### config.mk
export PLATFORM = sky130hd
export DESIGN_NAME = baud_tick_gen
export DESIGN_NICKNAME = d
export VERILOG_FILES = /design/src/rtl/baud_tick_gen.sv
export SDC_FILE = /design/constraint.sdc
export NUM_CORES = 1
export LEC_CHECK = 0
export BUFFER_PORTS_ARGS = -buffer_cell sky130_fd_sc_hd__buf_2
export CORE_ASPECT_RATIO = 1.5
export CORE_MARGIN = 2
export CORE_UTILIZATION = 58
export DETAILED_ROUTE_END_ITERATION = 10
export GPL_TIMING_DRIVEN = 1
export PLACE_DENSITY = 0.84
export SYNTH_ARGS = -nofsm -noshare
export SYNTH_HDL_FRONTEND = slang
export SYNTH_SLANG_ARGS = --single-unit
### constraint.sdc
create_clock -name clk -period 2.1 [get_ports clk]
set_input_delay 0.105 -clock clk [delete_from_list [all_inputs] [get_ports clk]]
set_output_delay 0.105 -clock clk [all_outputs]
set_load 0.005 [all_outputs]
### src/rtl/baud_tick_gen.sv
module baud_tick_gen #(
  parameter int RW  = 16,
  parameter int OVS = 16
) (
  input  logic          clk,
  input  logic          rst_n,
  input  logic          run,
  input  logic          pre_sel,
  input  logic          frac_en,
  input  logic          reload_we,
  input  logic [RW-1:0] reload_in,
  output logic          sample_tick,
  output logic          bit_tick
);
  localparam int SW = $clog2(OVS);
  localparam logic [SW-1:0] SUB_LAST = SW'(OVS - 1);

  logic [RW-1:0] reload_q;
  logic [RW-1:0] cnt;
  logic [1:0]    pc;
  logic [SW-1:0] sub;
  logic          st_q, bt_q;

  wire active  = run & ~frac_en;
  wire pc_last = (pc == (pre_sel ? 2'd2 : 2'd1));
  wire wrap    = active & pc_last & (cnt == '0);

  assign sample_tick = st_q;
  assign bit_tick    = bt_q;

  always_ff @(posedge clk or negedge rst_n) begin
    if (!rst_n) begin
      reload_q <= '0;
      cnt      <= '0;
      pc       <= '0;
      sub      <= '0;
      st_q     <= 1'b0;
      bt_q     <= 1'b0;
    end else begin
      if (reload_we) reload_q <= reload_in;
      st_q <= wrap;
      bt_q <= wrap & (sub == SUB_LAST);
      if (!active) begin
        pc  <= '0;
        cnt <= reload_q;
        sub <= '0;
      end else begin
        pc <= pc_last ? 2'd0 : pc + 2'd1;
        if (pc_last) cnt <= (cnt == '0) ? reload_q : cnt - 1'b1;
        if (wrap) sub <= (sub == SUB_LAST) ? '0 : sub + 1'b1;
      end
    end
  end

  p_one_cycle_r5: assert property (@(posedge clk) disable iff (!rst_n)
    sample_tick |=> !sample_tick);

  p_bit_with_sample_r6: assert property (@(posedge clk) disable iff (!rst_n)
    bit_tick |-> sample_tick);

  p_stop_quiet_r7: assert property (@(posedge clk) disable iff (!rst_n)
    !run |=> (!sample_tick && !bit_tick));

  p_frac_quiet_r8: assert property (@(posedge clk) disable iff (!rst_n)
    frac_en |=> (!sample_tick && !bit_tick));
endmodule

==> After elaboration in Yosys (flattened, before gate mapping) <==
Cells that the tools add are included.
W data, S select, Z words.
{ "op_classes": {"mux": 9, "eq_ne": 4, "n_bitwise": 5, "reduce_logical": 1, "addsub": 3} }
{ "ops": {"columns": ["cell", "n"], "rows": [
  ["$mux W16", 3],
  ["$logic_not A16 Y1", 1],
  ["$sub A16 B1 Y16 const B", 1],
  ["$mux W4", 3],
  ["$mux W2", 3],
  ["$add A4 B1 Y4 const B", 1],
  ["$and A1 B1 Y1", 4],
  ["$eq A4 B4 Y1 const B", 1],
  ["$ne A2 B1 Y1 const B", 2],
  ["$add A2 B1 Y2 const B", 1],
  ["$eq A2 B2 Y1", 1],
  ["$not A1 Y1", 1]
]} }
{ "word_totals": {"inputBits": 22, "reg_bits": 40, "output_inout_bits": 2, "elab_cells": 28} }

==> Logic depth before layout (Yosys ltp) <==
{ "logic_depth": {"word_depth": 6, "mapped_depth": 8, "mapped_depth_nobuf": 6} }

==> Worst setup path before layout <==
OpenSTA, ideal clock, no wires.
{ "synth_path": {"path_kind": "register to register", "start": "register cnt[0]", "end": "register cnt[8]", "setup_slack_ns": 0.236, "required_ns": 2.035, "setup_time_ns": 0.065, "period_less_slack_ns": 1.864, "path_stages_with_launch": 7, "arrival_ns": 1.799, "path_buffers": 0, "cell_sequence": "dfrtp_1 > inv_1 > ha_1 > or3b_2 > nor4b_1 > o31a_1 > o221a_2"} }
{ "synth_via": {"elab_chain_len": 4, "elab_cells_between_ends": 5, "classes_between": "add/sub (1); mux (3); reduce/logical (1)"} }
{ "synth_lines": {"columns": ["item", "line", "source"], "rows": [
  ["from (decl)", "19", "logic [RW-1:0] cnt;"],
  ["from (signal assigned)", "45", "cnt <= reload_q;"],
  ["from (signal assigned)", "49", "if (pc_last) cnt <= (cnt == '0) ? reload_q : cnt - 1'b1;"],
  ["$sub A16 B1 Y16 / $logic_not A16 Y1 (equally long branches)", "49", null],
  ["$mux W16 * (2 in series)", "49", null],
  ["$mux W16 *", "43", "if (!active) begin"]
]} }
Every way passes the cells marked *; elsewhere a longest branch is shown, timed or not. The select of a mux whose other input is x is not followed.
A chain may end at the register's enable or synchronous reset.

==> Worst setup path after layout <==
Ends and elaborated chain as after synthesis.

==> impl_results.md <==
- Status: complete, no violations
- Tightest Pin Transition: 899.5 ps
- Die height: 80.60 um
- CP max FO: 6
- Register area share after synthesis: 44.13%
- Worst setup EP type: register
- R2r setup slk: 80 ps
- Tot GR Track Use: 28.65%
- Total of max-cap violations: 0
- Fin crit share: 96.07%
- CTS tree: done
- # placed instances: 284
- Clk slew on worst S/H paths: 90 ps
- Synth area leader: dfrtp_1
- Post-DR wirelength/cell: 19.09 um
- Final hold violation count: 0
- CP arrival: 2260 ps
- Largest net degree at the start of global routing: 41
- Final nets: 274
- Area grow syn2layout: 14.84%
- Worst Hold Class: input port to register
- Setup TNS: 0 ps
- Vias in the first global route: 1861
- Initial antenna violation count: 0
- Ys flop type: dfrtp_1
- Initial Util: 61.04%
- Clk sinks: 40
- PwrDens: 748.6 nW/um2
- P_leak: 0.001105 uW
- Slew Viols, Final: 0
- Avg Vias per Cell: 6.720
- FF-to-FF path depth: 6
- Synth top area share: 44.13%
- Synthesized Nets: 243
- Vias post-DR: 1969
- Grt total ovfl: 0
- Yosys cell types: 60
- First-pass GRT wire length: 9080 um
- Hold_ws: 12.78 ps
- CTS Buf Count: 5
- Synthesized instance count: 218
- Core area: 3716 um2
- WHS Path Cells: 3
- Residual DRC: 0
- Share of layout cells above drive strength 1: 30.00%
- IO Pins: 24
- Worst endpoint required time: 2340 ps
- Synthesized area: 2268 um2
- CTS max path bufs: 2
- Storage cell area: 1001 um2
- Post-route antenna net violation count: 0
- Rows: 27
- Commonest cells post-synth: dfrtp_1 (40), mux2_2 (15), nor2_1 (14), nand2_1 (11), inv_1 (8)
- Fmax: 495.7 MHz
- Initial drt markers: 113
- Peak VDD IR: 0.6632 mV
- Post-synth EDFFs: 0
- Total power: 1950 uW
- Clk_skew: 10.18 ps
- Post-Place Setup Slack: 99.08 ps
- YS warnings: 0
- Drt pass-1 iters: 4
- H-tree levels: 2
- Area contributors post-synth: dfrtp_1 (44%), mux2_2 (7.4%), nor2_1 (2.3%)
- WS Path Type: register to register
- Die W: 55.06 um
- Setup violators final: 0
- Routability cong.: 0.9711
- CTS Root Cell: clkbuf_8
- Ys async rst share: 100.0%
- Input/output buffers: 23
- Area taken by multi-input logic gates: 1179 um2
- # diodes: 0
- HPWL after DPL: 3847 um
- Startpoint Class: register
- Synthesized area per cell: 10.41 um2
- Slew HR: 40.03%
- Clock Latency Late Sink: 300 ps
- Seq cells post-synth: 40
- Min Tclk post-route: 2017 ps
- Finished Layout Cells: 293
- RSZ-0062 raised after global routing: no
- Setup ws final: 82.63 ps
- Filler cell count: 304
- Top-count cell post-synth: dfrtp_1
- Die area: 4438 um2
- Post-Route WL: 5593 um
==> where the power goes <==
group / total [uW] / switching [uW] / internal, uW
logic: 348 / 181 / 167
registers: 962 / 111 / 851
clock network: 639 / 288 / 352
==> layout by cell type (no fill, tap or decap), types with 4 or more instances in the layout <==
cell | Yosys | routed
dfrtp_1 | 40 | 40
a211oi_1 | 5 | 5
a21oi_1 | 5 | 5
clkbuf_8 | 0 | 5
inv_1 | 8 | 8
nor4_1 | 6 | 6
nand4_1 | 4 | 4
buf_4 | 1 | 14
nor2_1 | 14 | 14
mux2_2 | 15 | 15
nand2_1 | 11 | 11
buf_2 | 3 | 23
a41oi_1 | 4 | 4
or3_1 | 4 | 4
nor3_1 | 5 | 5
o21ai_0 | 7 | 7
o211ai_1 | 6 | 6
nand3_1 | 5 | 5
a31oi_1 | 7 | 7
==> through the flow <==
step / util [%] / area, um2
floorplan: - / 2268
global placement: 66.30 / 2464
detailed placement: 66.30 / 2464
CTS: 69.56 / 2585
global route: 70.10 / 2605
finish: 70.10 / 2605
==> registers in the layout (all words and copies together) (netlist names) <==
register,flops
bit_tick,1
cnt,16
pc,2
reload_q,16
sample_tick,1
sub,4
==> worst paths after layout <==
| check | start | end |
|---|---|---|
| max | cnt[0] | cnt[8] |
| min | reload_in[12] | reload_q[12] |
| max reg2reg | cnt[0] | cnt[8] |
| min reg2reg | reload_q[14] | cnt[14] |
| max in group asynchronous | rst_n | reload_q[6] |
| min in group asynchronous | rst_n | cnt[14] |
==> cell type report <==
cell class	count	area share [%]
repair buffers	38	8.838
clock buffers	5	2.642
inverters	8	1.153
well taps	43	2.065
clock inverters	3	1.633
flip-flops and latches	40	38.42
multi-input cells	156	45.24
==> critical path: stages, from the launching register on <==
cell and delay, ps:
dfrtp_1 440, inv_1 100, ha_1 220, or3b_2 520, nor4b_2 320, o31a_1 180, o221a_2 180
==> logic make-up after synthesis <==
group	Yosys count	share of synthesized area, %
AND/OR/NAND/NOR	77	21.35
AO/OA/AOI/OAI	59	19.80
flip-flops	40	44.13
buffers and inverters	22	4.798
multiplexers	16	7.887
adder cells (fa/ha/maj)	3	1.655
XOR/XNOR	1	0.3862
==> layer usage <==
layer,global-route usage [%],part of all wire [%],wire (um),vias up
met5,0,0,0,-
met4,11.46,2.5,138,0
met3,5.204,5.2,289,14
met2,46.43,51,2879,64
met1,36.70,41,2286,980
li1,-,-,-,911
==> repair_timing <==
item / in CTS / in global routing
resized for setup: 0 / 3
buffers inserted: 0 / 0
endpoints found under the setup margin: 0 / 5
hold buffers: 1 / 0
endpoints found under the hold margin: 40 / 0
Power figures use the tool's default switching activity.
